$ cat src/rtl/rxf_pkg.sv
package rxf_pkg;
  localparam int HDR_BYTES = 6;
  localparam int IDX_W     = 3;
  localparam int EN_MISMATCH_BIT = 16;
  localparam int EN_BCAST_BIT    = 17;
  localparam int EN_GROUP_BIT    = 18;

  typedef enum logic [2:0] {
    ST_IDLE,
    ST_HDR,
    ST_FLUSH,
    ST_PASS,
    ST_SINK
  } rxf_state_e;

  typedef struct packed {
    logic [8*HDR_BYTES-1:0] sta;
    logic                   en_mismatch;
    logic                   en_bcast;
    logic                   en_group;
  } rxf_cfg_t;
endpackage

$ cat src/rtl/rxf_cfg_snap.sv
module rxf_cfg_snap
  import rxf_pkg::*;
#(
  parameter int LEN_W = 14
) (
  input  logic             clk,
  input  logic             rst_n,
  input  logic             take,
  input  logic [31:0]      sta_lo,
  input  logic [31:0]      sta_hi,
  input  logic [LEN_W-1:0] max_len,
  output rxf_cfg_t         snap,
  output logic [LEN_W-1:0] snap_max
);
  localparam logic [LEN_W-1:0] MAX_RST = {LEN_W{1'b1}} - LEN_W'(3);

  logic unused_hi;
  assign unused_hi = ^sta_hi[31:19];

  always_ff @(posedge clk or negedge rst_n) begin
    if (!rst_n) begin
      snap     <= '0;
      snap_max <= MAX_RST;
    end else if (take) begin
      snap.sta         <= {sta_hi[15:0], sta_lo};
      snap.en_mismatch <= sta_hi[EN_MISMATCH_BIT];
      snap.en_bcast    <= sta_hi[EN_BCAST_BIT];
      snap.en_group    <= sta_hi[EN_GROUP_BIT];
      snap_max         <= max_len;
    end
  end
endmodule

$ cat src/rtl/rxf_hdr_buf.sv
module rxf_hdr_buf #(
  parameter int NBYTES = 6,
  parameter int IDX_W  = 3
) (
  input  logic                  clk,
  input  logic                  rst_n,
  input  logic                  wr_en,
  input  logic [IDX_W-1:0]      wr_idx,
  input  logic [7:0]            wr_data,
  output logic [8*NBYTES-1:0]   bytes
);
  for (genvar g = 0; g < NBYTES; g++) begin : g_slot
    always_ff @(posedge clk or negedge rst_n) begin
      if (!rst_n) begin
        bytes[8*g +: 8] <= '0;
      end else if (wr_en && (wr_idx == IDX_W'(g))) begin
        bytes[8*g +: 8] <= wr_data;
      end
    end
  end
endmodule

$ cat src/rtl/rxf_classify.sv
module rxf_classify
  import rxf_pkg::*;
#(
  parameter int LEN_W = 14
) (
  input  logic [8*HDR_BYTES-1:0] dst,
  input  rxf_cfg_t               cfg,
  input  logic [LEN_W-1:0]       max_len,
  output logic                   reject
);
  logic [HDR_BYTES-1:0] eq;
  logic [HDR_BYTES-1:0] all_ones;

  for (genvar g = 0; g < HDR_BYTES; g++) begin : g_cmp
    assign eq[g]       = (dst[8*g +: 8] == cfg.sta[8*g +: 8]);
    assign all_ones[g] = &dst[8*g +: 8];
  end

  logic hit, is_bcast, is_group, is_ucast, too_short_max;

  always_comb begin
    hit           = &eq;
    is_bcast      = &all_ones;
    is_group      = dst[0] & ~is_bcast;
    is_ucast      = ~dst[0];
    too_short_max = (max_len < LEN_W'(HDR_BYTES));
    reject = too_short_max
           | (is_bcast & cfg.en_bcast)
           | (is_group & cfg.en_group)
           | (is_ucast & ~hit & cfg.en_mismatch);
  end
endmodule

$ cat src/rtl/rx_dst_filter.sv
module rx_dst_filter
  import rxf_pkg::*;
#(
  parameter int LEN_W = 14
) (
  input  logic             clk,
  input  logic             rst_n,
  input  logic             in_valid,
  output logic             in_ready,
  input  logic [7:0]       in_data,
  input  logic             in_first,
  input  logic             in_last,
  output logic             out_valid,
  input  logic             out_ready,
  output logic [7:0]       out_data,
  output logic             out_first,
  output logic             out_last,
  output logic             out_err,
  output logic             drop_pulse,
  input  logic [31:0]      cfg_sta_lo,
  input  logic [31:0]      cfg_sta_hi,
  input  logic [LEN_W-1:0] cfg_max_len
);
  localparam logic [IDX_W-1:0] LAST_IDX = IDX_W'(HDR_BYTES - 1);
  localparam logic [LEN_W-1:0] HDR_LEN  = LEN_W'(HDR_BYTES);

  rxf_state_e       st_q, st_d;
  logic [LEN_W-1:0] len_q, len_d, len_nx;
  logic [IDX_W-1:0] fl_idx_q, fl_idx_d;
  logic             fl_last_q, fl_last_d;
  logic             fl_err_q, fl_err_d;
  rxf_state_e       fl_next_q, fl_next_d;
  logic             drop_d;

  logic in_fire, out_fire, take, buf_wr, reject, cut_hdr;
  rxf_cfg_t               snap;
  logic [LEN_W-1:0]       snap_max;
  logic [8*HDR_BYTES-1:0] hdr_vec;
  logic [8*HDR_BYTES-1:0] dst_vec;
  logic [IDX_W-1:0]       wr_idx;

  assign in_fire  = in_valid & in_ready;
  assign out_fire = out_valid & out_ready;
  assign take     = (st_q == ST_IDLE) & in_fire & in_first;
  assign buf_wr   = take | ((st_q == ST_HDR) & in_fire);
  assign wr_idx   = (st_q == ST_IDLE) ? '0 : len_q[IDX_W-1:0];
  assign len_nx   = len_q + LEN_W'(1);
  assign dst_vec  = {in_data, hdr_vec[8*(HDR_BYTES-1)-1:0]};
  assign cut_hdr  = (snap_max == HDR_LEN);

  rxf_cfg_snap #(.LEN_W(LEN_W)) snap_i (
    .clk      (clk),
    .rst_n    (rst_n),
    .take     (take),
    .sta_lo   (cfg_sta_lo),
    .sta_hi   (cfg_sta_hi),
    .max_len  (cfg_max_len),
    .snap     (snap),
    .snap_max (snap_max)
  );

  rxf_hdr_buf #(.NBYTES(HDR_BYTES), .IDX_W(IDX_W)) hdr_i (
    .clk     (clk),
    .rst_n   (rst_n),
    .wr_en   (buf_wr),
    .wr_idx  (wr_idx),
    .wr_data (in_data),
    .bytes   (hdr_vec)
  );

  rxf_classify #(.LEN_W(LEN_W)) cls_i (
    .dst     (dst_vec),
    .cfg     (snap),
    .max_len (snap_max),
    .reject  (reject)
  );

  // Stream handshake and output mux
  always_comb begin
    in_ready  = 1'b0;
    out_valid = 1'b0;
    out_data  = '0;
    out_first = 1'b0;
    out_last  = 1'b0;
    out_err   = 1'b0;
    unique case (st_q)
      ST_IDLE, ST_HDR, ST_SINK: in_ready = 1'b1;
      ST_FLUSH: begin
        out_valid = 1'b1;
        out_data  = hdr_vec[8*fl_idx_q +: 8];
        out_first = (fl_idx_q == '0);
        out_last  = (fl_idx_q == LAST_IDX) & fl_last_q;
        out_err   = (fl_idx_q == LAST_IDX) & fl_err_q;
      end
      ST_PASS: begin
        in_ready  = out_ready;
        out_valid = in_valid;
        out_data  = in_data;
        out_last  = in_last | (len_nx == snap_max);
        out_err   = ~in_last & (len_nx == snap_max);
      end
      default: ;
    endcase
  end

  // Frame sequencing
  always_comb begin
    st_d      = st_q;
    len_d     = len_q;
    fl_idx_d  = fl_idx_q;
    fl_last_d = fl_last_q;
    fl_err_d  = fl_err_q;
    fl_next_d = fl_next_q;
    drop_d    = 1'b0;
    unique case (st_q)
      ST_IDLE: begin
        if (in_fire && in_first) begin
          len_d = LEN_W'(1);
          if (in_last) drop_d = 1'b1;
          else         st_d   = ST_HDR;
        end
      end
      ST_HDR: begin
        if (in_fire) begin
          len_d = len_nx;
          if (len_q == HDR_LEN - LEN_W'(1)) begin
            if (reject) begin
              drop_d = 1'b1;
              st_d   = in_last ? ST_IDLE : ST_SINK;
            end else begin
              fl_idx_d  = '0;
              fl_last_d = in_last | cut_hdr;
              fl_err_d  = ~in_last & cut_hdr;
              fl_next_d = in_last ? ST_IDLE : (cut_hdr ? ST_SINK : ST_PASS);
              st_d      = ST_FLUSH;
            end
          end else if (in_last) begin
            drop_d = 1'b1;
            st_d   = ST_IDLE;
          end
        end
      end
      ST_FLUSH: begin
        if (out_fire) begin
          if (fl_idx_q == LAST_IDX) st_d = fl_next_q;
          else fl_idx_d = fl_idx_q + IDX_W'(1);
        end
      end
      ST_PASS: begin
        if (in_fire) begin
          len_d = len_nx;
          if (in_last)                   st_d = ST_IDLE;
          else if (len_nx == snap_max)   st_d = ST_SINK;
        end
      end
      ST_SINK: begin
        if (in_fire && in_last) st_d = ST_IDLE;
      end
      default: st_d = ST_IDLE;
    endcase
  end

  always_ff @(posedge clk or negedge rst_n) begin
    if (!rst_n) begin
      st_q       <= ST_IDLE;
      len_q      <= '0;
      fl_idx_q   <= '0;
      fl_last_q  <= 1'b0;
      fl_err_q   <= 1'b0;
      fl_next_q  <= ST_IDLE;
      drop_pulse <= 1'b0;
    end else begin
      st_q       <= st_d;
      len_q      <= len_d;
      fl_idx_q   <= fl_idx_d;
      fl_last_q  <= fl_last_d;
      fl_err_q   <= fl_err_d;
      fl_next_q  <= fl_next_d;
      drop_pulse <= drop_d;
    end
  end
endmodule

$ cat config.mk
export PLATFORM = sky130hd
export DESIGN_NAME = rx_dst_filter
export DESIGN_NICKNAME = d
export VERILOG_FILES = /design/src/rtl/rxf_pkg.sv /design/src/rtl/rxf_cfg_snap.sv /design/src/rtl/rxf_hdr_buf.sv /design/src/rtl/rxf_classify.sv /design/src/rtl/rx_dst_filter.sv
export SDC_FILE = /design/constraint.sdc
export NUM_CORES = 1
export LEC_CHECK = 0
export ABC_AREA = 1
export BUFFER_PORTS_ARGS = -buffer_cell sky130_fd_sc_hd__buf_2
export CAP_MARGIN = 20
export CORE_MARGIN = 4
export CORE_UTILIZATION = 45
export DETAILED_ROUTE_END_ITERATION = 16
export GPL_TIMING_DRIVEN = 0
export PLACE_DENSITY_LB_ADDON = 0.15
export SLEW_MARGIN = 20
export SYNTH_ARGS = -nofsm -noshare
export SYNTH_HDL_FRONTEND = slang
export SYNTH_SLANG_ARGS = --single-unit
$ cat constraint.sdc
create_clock -name clk -period 4.55 [get_ports clk]
set_input_delay 1.1375 -clock clk [delete_from_list [all_inputs] [get_ports clk]]
set_output_delay 1.1375 -clock clk [all_outputs]
set_load 0.05 [all_outputs]
## After elaboration in Yosys (flattened, before gate mapping)

Index checks and enable logic that the tools add are counted.

- $add $sub $neg: 2
- Mux-type cells: 38
- Shifts and indexed selects: 1
- Eq/ne operators: 32
- Bitwise gates (word level): 25
- $lt $le $gt $ge: 1
- Reduce and logical (&&, ||, !) cells: 21

Operators with widths:

| operator | count |
|---|---|
| 3-bit two-way mux | 21 |
| 8-bit equality test | 6 |
| 48-bit AND reduction | 1 |
| 48-bit by 7-bit indexed part select with 8-bit output | 1 |
| 14-bit by 3-bit equality test with 1-bit output, second input constant | 2 |
| 14-bit two-way mux | 2 |
| 14-bit one-hot mux with 2 select lines | 1 |
| 2-bit != test, second input constant | 8 |
| 8-bit one-hot mux with 2 select lines | 1 |
| 3-bit one-hot mux with 5 select lines | 1 |
| 14-bit by 1-bit adder with 14-bit output, second input constant | 1 |
| 1-bit AND | 14 |
| 14-bit equality test | 1 |
| 14-bit by 3-bit less-than comparator with 1-bit output, second input constant | 1 |
| 3-bit by 2-bit equality test with 1-bit output, second input constant | 4 |
| 3-bit equality test, second input constant | 4 |
| 6-bit AND reduction | 2 |
| 1-bit one-hot mux with 2 select lines | 5 |
| 3-bit logical NOT | 3 |
| 9-bit AND reduction | 1 |
| 1-bit logical AND | 8 |
| 3-bit by 1-bit equality test with 1-bit output, second input constant | 2 |
| 1-bit two-way mux | 6 |
| 2-bit by 1-bit != test with 1-bit output, second input constant | 3 |
| 11 further kinds | 21 |

- Input port bits: 92
- Register bits: 139
- Output and inout port bits: 14
- Logic and storage cells: 138

## Depth between registers and ports, before layout

Gate-level depths: netlist of run 1.

- Depth after elaboration: 10
- Gate-level depth with buffers: 16
- Depth with buffers taken out: 16

## By module

From an unflattened synthesis of run 1, not the netlist that was laid out.

- Cells, all modules: 1,081
- Area, all modules: 7,792.5 um^2

Modules (own cells, without submodules):

| module | cells an instance | instances | area each (um^2) | sequential area each (um^2) |
|---|---|---|---|---|
| rxf_cfg_snap | 275 | 1 | 2,487.4 | 1,641.6 |
| rx_dst_filter | 402 | 1 | 2,424.8 | 600.6 |
| rxf_hdr_buf | 217 | 1 | 1,953.1 | 1,201.2 |
| rxf_classify | 187 | 1 | 927.1 | 0.0 |

## Worst setup path after synthesis of run 1

Ideal clock, no wire load.

- Path kind: flip-flop to output port
- Start: reg st_q[2]
- End: out out_data[4]
- Cell stages (with the launch flop): 5
- Path buffers: 1
- Arrival: 2,915 ps
- Slack: 498 ps
- Cells stage by stage: dfrtp_1 -> nor3_2 -> inv_1 -> clkbuf_1 -> o311ai_0

- Cells in the longest elaborated chain, start to end: 2
- Elaborated cells on any way between the ends: 3
- Those cells by class: eq/ne (2); mux (1)

Ends and longest elaborated chain:

| element | RTL line | text |
|---|---|---|
| start: declaration | rx_dst_filter.sv:27 | `rxf_state_e st_q, st_d;` |
| start signal: assignment | rx_dst_filter.sv:173 | `st_q <= st_d;` |
| 3-bit by 2-bit equality test with 1-bit output | rx_dst_filter.sv:86 | `unique case (st_q)` |
| 8-bit one-hot mux with 2 select lines * | rx_dst_filter.sv:86 |  |
| end: declaration | rx_dst_filter.sv:15 | `output logic [7:0] out_data,` |

Mark *: on every way between the ends. The rest lies on a longest branch, timed or not.

## Final worst setup path of run 1

- Start: reg len_q[0]
- End: out out_last

- Cells in the longest elaborated chain, start to end: 4

Ends and longest elaborated chain:

| element | RTL line | text |
|---|---|---|
| start: declaration | rx_dst_filter.sv:28 | `logic [LEN_W-1:0] len_q, len_d, len_nx;` |
| start signal: assignment | rx_dst_filter.sv:174 | `len_q <= len_d;` |
| 14-bit by 1-bit adder with 14-bit output | rx_dst_filter.sv:47 | `assign len_nx = len_q + LEN_W'(1);` |
| 14-bit equality test | rx_dst_filter.sv:99 | `out_last = in_last \| (len_nx == snap_max);` |
| 1-bit OR | rx_dst_filter.sv:99 |  |
| 1-bit one-hot mux with 2 select lines | rx_dst_filter.sv:86 |  |
| end: declaration | rx_dst_filter.sv:17 | `output logic out_last,` |

No other way between the ends.

==> impl_metrics.toml, run 1 <==
[sta]
finalSetupViolations = 0
worstMarginPinSlew_ns = 0.706
maxSlewHeadroom_pct = 52.7
fin_worst_skew_ns = 0.0143
hold_violations = 0
setup_tns_ns = 0
slew_viol_final = 0
period_needed_ns = 4.11
rsz0062_at_grt = "no"
final.period_utilization_pct = 90.4
timing.fmax_mhz = 243

[grt]
top_usage_layer = "met2"
grt_pass1_wl_um = 36700
grt_usage_pct = 26.0
grt_max_degree = 83
met1_usage_pct = 34.3
grt_util_met3_pct = 5.33
antenna_found_initial = 0
grt_util_met2_pct = 42.9
grt_pass1_vias = 6827
grt_overflow_total = 0

[worst_setup_path]
cp-startpoint = "len_q[0]"
cp.depth = 16
r2r_slack_ns = 2.07
cp_slowest_cell = "dfrtp_1"
cp-start-kind = "flop"
worstPathCellList = "ha_1, nand2_1, nor2_1, nand2_1, nand2_1, nand2_1, nand2_1, nand2_1, nor2_1, nand2_1, nor2_1, nand3_1, nand2_1, nand2_1, nand2_1, buf_2"
r2r_start = "len_q[0]"
reg2regPathDepth = 15
cp.required_ns = 3.41
r2r_end = "st_q[1]"
endpoint = "out_last"
path_class = "reg2out"
max_stage_delay_ns = 0.51
arrival_ns = 2.98
worst-path-buf-inv = 1
path_common_cell = "nand2_1"
end_kind = "output pin"
cp_top_family = "simple AND/OR/NAND/NOR gates"
critPathMaxFanout = 7

[synth]
synth_ff_type = "dfrtp_1"
synth-edff-count = 0
synth_largest_area_cell = "dfrtp_1"
seq_area_frac_synth_pct = 46.3
synth_most_common_cell = "nand2_1"
synth_area_um2 = 7440
netlist_instances = 996
synthTopCellsByArea = "dfrtp_1 42%, nand2_1 20%, xnor2_1 4.6%"
synth_fp_nets = 1093
netlist.area_leader.share_pct = 42.1
async_flop_share_pct = 100
synth_area_per_cell_um2 = 7.47
netlist_top_cells_count = "387 x nand2_1, 125 x dfrtp_1, 83 x nor2_1"
ys_warn_count = 0
synth_cell_types = 37
synth-seq-cells = 137

[cts]
h-tree-depth = 4
cts.sinks = 137
clk_pin_slew_ns = 0.06
clockBufferDepth = 2
cts_tree = "built"
clockRootBuffer = "clkbuf_16"
postCtsSetupRepairBufs = 0
cts_buffers = 17
post_cts_resized = 0
cts_hold_buf = 0
insertion_delay_ns = 0.43

[finish]
final_cells = 1337
drive_gt1_share_pct = 15.5
area_delta_synth_final_pct = 18.9
diodes = 0
fillCellCount = 1563
nNetsFinal = 1205

[die]
row_count = 46
coreArea_um2 = 16100
fp.dieW_um = 137
io_pins = 106
die-area_um2 = 18600
start_util_pct = 46.3
die_h_um = 137

[drt]
dr.pass1.iters = 5
vias_per_cell = 5.25
finalWirelength_um = 22800
wl_per_cell_um = 17.0
drt-initial-drc-count = 590
remaining_drc_errors = 0
postRouteAntennaNets = 0
num_vias = 7015

[status]
status = "completed"

[placed_design]
dp_hpwl_um = 16900
place_congestion = 0.928
dpl.cell_count = 1305
io_buffer_count = 92

[power]
ir_worst_vdd_v = 0.000393
p_leak_nw = 4.29
power_density_nw_per_um2 = 649

[min_path]
hp-class = "reg2reg"

[run]
drv_cap = 0
-- metrics by stage --
stage	total power, mW	instance area [um2]	util (%)	setup slack, ns	hold slack (ns)
2_1_floorplan	3.55	7440	-	0.498	0.442
3_3_place_gp	4.18	8170	50.9	0.343	0.469
3_5_place_dp	4.22	8200	51.1	0.890	0.481
4_1_cts	5.75	8840	55.1	0.425	0.493
5_1_grt	6.16	8840	55.1	0.0960	0.514
6_report	5.74	8840	55.1	0.436	0.493
-- worst register-to-register path: stages, from the launching register on --
cell	delay, ns
dfrtp_1	0.51
ha_1	0.25
nand2_1	0.10
nor2_1	0.35
nand2_1	0.10
nand2_1	0.08
nand2_1	0.07
nand2_1	0.06
nand2_1	0.05
nor2_1	0.10
nand2_1	0.05
nor2_1	0.10
nand3_1	0.22
a21oi_1	0.25
nand2_1	0.08
nand2_1	0.06
-- flip-flops by register name (all words and copies together), names as in the netlist --
name	cells
snap_i.snap	51
snap_i.snap_max	14
len_q	14
drop_pulse	1
st_q	3
hdr_i.bytes	48
fl_idx_q	3
fl_next_q	1
fl_last_q	1
fl_err_q	1
-- layout make-up --
type | count | area, um2 | share of cell area (%)
clock buffer | 19 | 453 | 5.12
tap | 216 | 270 | 3.06
buffer | 29 | 136 | 1.54
multi-input combinational | 748 | 3550 | 40.1
clock inverter | 13 | 188 | 2.12
timing repair buffer | 93 | 498 | 5.63
sequential | 137 | 3440 | 38.9
inverter | 82 | 308 | 3.48
-- cell families (layout without fill, tap and decap cells) --
| logic type | after synthesis | count (layout) | share of synthesized area (%) |
|---|---|---|---|
| AO/OA/AOI/OAI | 148 | 148 | 10.9 |
| XOR/XNOR | 45 | 45 | 5.49 |
| adder cells (fa/ha/maj) | 5 | 5 | 0.841 |
| buffers and inverters | 111 | 236 | 5.97 |
| flip-flops | 137 | 137 | 46.3 |
| AND/OR/NAND/NOR | 550 | 550 | 30.5 |
-- worst min path at each step --
stage / start / end / slack (ns) / cells after the start
after CTS: hdr_i.bytes[42] / hdr_i.bytes[42] / 0.49 / 2
after floorplan: snap_i.snap[0] / snap_i.snap[0] / 0.44 / 2
final: snap_i.snap[45] / snap_i.snap[45] / 0.49 / 2
after global placement: hdr_i.bytes[40] / hdr_i.bytes[40] / 0.47 / 2
after detailed placement: hdr_i.bytes[40] / hdr_i.bytes[40] / 0.48 / 2
after global routing: hdr_i.bytes[47] / hdr_i.bytes[47] / 0.51 / 2
-- cells in the final DEF, fill, tap and decap left out, drive strengths merged --
cell    Yosys  routed
nand3b      3       3
xnor3       1       1
nand2     387     387
or3b        1       1
nor3        7       7
a31o        1       1
xor2        5       5
ha          5       5
bufinv      0       4
inv        79      83
clkbuf     13      32
nand4      14      14
o211ai      1       1
o221ai      1       1
nor4        1       1
buf        16     109
nor2       89      89
o22ai      17      17
xnor2      39      39
or2         1       1
o21ai     113     113
o311ai      7       7
nand3      47      47
clkinv      3       8
dfrtp     125     125
dfstp      12      12
a21oi       8       8
-- routing by layer --
layer	wire, um	vias up
li1	-	3429
met1	9630	3301
met2	11200	248
met3	1420	37
met4	548	0
met5	0	-
-- report_power, final --
part | internal, mW | total, mW | switching (mW)
Clock | 0.952 | 1.51 | 0.557
Combinational | 0.755 | 2.05 | 1.29
Sequential | 1.72 | 2.18 | 0.467
Total | 3.42 | 5.74 | 2.32
Note: power is estimated with default switching activity, not from simulation.
==> run 2: changes to the inputs <==
--- a/config.mk
+++ b/config.mk
@@ -9,10 +9,10 @@
 export BUFFER_PORTS_ARGS = -buffer_cell sky130_fd_sc_hd__buf_2
 export CAP_MARGIN = 20
 export CORE_MARGIN = 4
-export CORE_UTILIZATION = 45
+export CORE_UTILIZATION = 62
 export DETAILED_ROUTE_END_ITERATION = 16
 export GPL_TIMING_DRIVEN = 0
-export PLACE_DENSITY_LB_ADDON = 0.15
+export PLACE_DENSITY = 0.85
 export SLEW_MARGIN = 20
 export SYNTH_ARGS = -nofsm -noshare
 export SYNTH_HDL_FRONTEND = slang
==> constraint.sdc (replaced) <==
create_clock -name clk -period 4.55 [get_ports clk]
set_input_delay 1.1375 -clock clk [delete_from_list [all_inputs] [get_ports clk]]
set_output_delay 1.1375 -clock clk [all_outputs]
set_load 0.02 [all_outputs]
==> run 2 against run 1 <==
Net effect:
- setup slack gained 0.066 ns
- critical endpoint is now out_err
- largest power group unchanged
- die area shrank 26%
- hold slack lost 0.010 ns
- via count grew 2.7%
- combinational power shrank 2%
- register-to-register slack is essentially flat
==> impl_metrics.toml, run 2 (synthesis results as in run 1) <==
[power]
clkPwrFrac_pct = 23.2
switchingPower_mw = 2.27
power_density_nw_per_um2 = 631
switching_share_pct = 41.5
power_frac_comb_pct = 36.7
p_int_mw = 3.20
ir_worst_vdd_v = 0.000439
p_leak_nw = 4.23
power_frac_seq_pct = 40.1

[placed_design]
dp_hpwl_um = 15900
io_buffer_count = 92
place_ws_ns = 1.05
place_congestion = 0.956

[sta]
fin_worst_skew_ns = 0.00780
hold_violations = 0
rsz0062_at_grt = "no"
worstMarginPinSlew_ns = 0.732
slew_viol_final = 0
final.period_utilization_pct = 89.0
period_needed_ns = 4.05
maxSlewHeadroom_pct = 51.0
setup_tns_ns = 0
fin_ws_ns = 0.502
hold_ws_ns = 0.482
finalSetupViolations = 0
timing.fmax_mhz = 247

[min_path]
hold_start = "fl_last_q"
hp-class = "reg2reg"
hold_path_depth = 2
min_to = "fl_last_q"

[cts]
clockBufferDepth = 2
clockRootBuffer = "clkbuf_16"
cts_tree = "built"
clk_pin_slew_ns = 0.06
cts_buffers = 17
h-tree-depth = 4
cts.sinks = 137
post_cts_resized = 0
insertion_delay_ns = 0.42
cts_hold_buf = 0
postCtsSetupRepairBufs = 0

[finish]
diodes = 0
mostFrequentLayoutCell = "nand2_1"
area_delta_synth_final_pct = 16.5
mostFrequentLayoutCells = "387 x nand2_1, 125 x dfrtp_1, 104 x buf_2, 83 x nor2_1, 74 x inv_1"
drive_gt1_share_pct = 15.5
regMostFlops = "snap_i.snap"
top_regs = "snap_i.snap (51), hdr_i.bytes (48)"
fillCellCount = 917
nNetsFinal = 1205
largest_reg_flops = 51

[worst_setup_path]
end_kind = "output pin"
reg2regPathDepth = 15
arrival_ns = 2.91
r2r_start = "len_q[0]"
cp.required_ns = 3.41
critPathMaxFanout = 7
cp_slowest_cell = "dfrtp_1"
worstPathCellList = "ha_1, nand2_1, nor2_1, nand2_1, nand2_1, nand2_1, nand2_1, nand2_1, nor2_1, nand2_1, nor2_1, nand3_1, o21ai_0, buf_2"
r2r_slack_ns = 2.06
path_class = "reg2out"
path_common_cell = "nand2_1"
r2r_end = "st_q[2]"
cp-start-kind = "flop"
max_stage_delay_ns = 0.53

[drt]
finalWirelength_um = 21900
drt-initial-drc-count = 873
postRouteAntennaNets = 0
dr.pass1.iters = 6
num_vias = 7205
vias_per_cell = 5.70
wl_per_cell_um = 17.4
remaining_drc_errors = 0

[grt]
met1_usage_pct = 39.9
grt_pass1_vias = 7200
grt_max_degree = 91
grt_overflow_total = 0
top_usage_layer = "met2"
grt_pass1_wl_um = 35600
grt_util_met3_pct = 7.69
grt_usage_pct = 32.5
grt_util_met2_pct = 51.8
antenna_found_initial = 0

[die]
start_util_pct = 64.3
coreArea_um2 = 11600
row_count = 39
io_pins = 106
die-area_um2 = 13800
fp.dieW_um = 118
die_h_um = 118

[run]
drv_cap = 0

[status]
status = "completed"
## run 2: worst max path at each step
stage                     startpoint  slack (ns)  cells after the start              end
after floorplan             len_q[0]        1.36                     13          out_err
after global placement         rst_n        0.50                      1  snap_i.snap[34]
after detailed placement    len_q[0]        1.05                     14          out_err
after CTS                   len_q[0]        0.52                     14          out_err
after global routing        len_q[0]        0.29                     14          out_err
final                       len_q[0]        0.50                     14          out_err
## run 2: layer usage
metal	vias up	share of wire, %
met5	-	0
met4	0	6.4
met3	102	9.0
met2	375	46
met1	3306	38
li1	3422	-
## run 2: layout make-up
class                      instances  area, um2  area share [%]
clock inverter                    13       93.8            1.08
timing repair buffer              93        498            5.75
inverter                          82        308            3.55
tap                              143        179            2.07
multi-input combinational        748       3550            41.0
sequential                       137       3440            39.8
clock buffer                      19        453            5.23
buffer                            29        136            1.57
## run 2: power groups by stage
stage	combinational (mW)	sequential, mW	clock [mW]
5_1_grt	2.26	2.24	1.33
2_1_floorplan	1.47	2.03	0
6_report	2.01	2.19	1.27
4_1_cts	1.98	2.17	1.27
3_5_place_dp	1.95	2.18	0
3_3_place_gp	1.88	2.17	0
## run 2: critical path: cells and delay by family (launching register included)
family / cells / cell delay, ns
and+or+nand+nor: 11 / 1.22
DFF: 1 / 0.53
buffers and inverters: 1 / 0.20
adders and majority gates: 1 / 0.25
AOI/OAI and AO/OA: 1 / 0.27
## run 2: per-stage QoR
step / total power, mW / utilization, % / instances / cell area [um2]
global placement: 4.05 / 69.8 / 1231 / 8080
CTS: 5.43 / 74.9 / 1264 / 8660
finish: 5.47 / 74.9 / 1264 / 8660
global route: 5.83 / 74.9 / 1264 / 8660
floorplan: 3.50 / - / 996 / 7440
detailed placement: 4.13 / 70.2 / 1232 / 8110
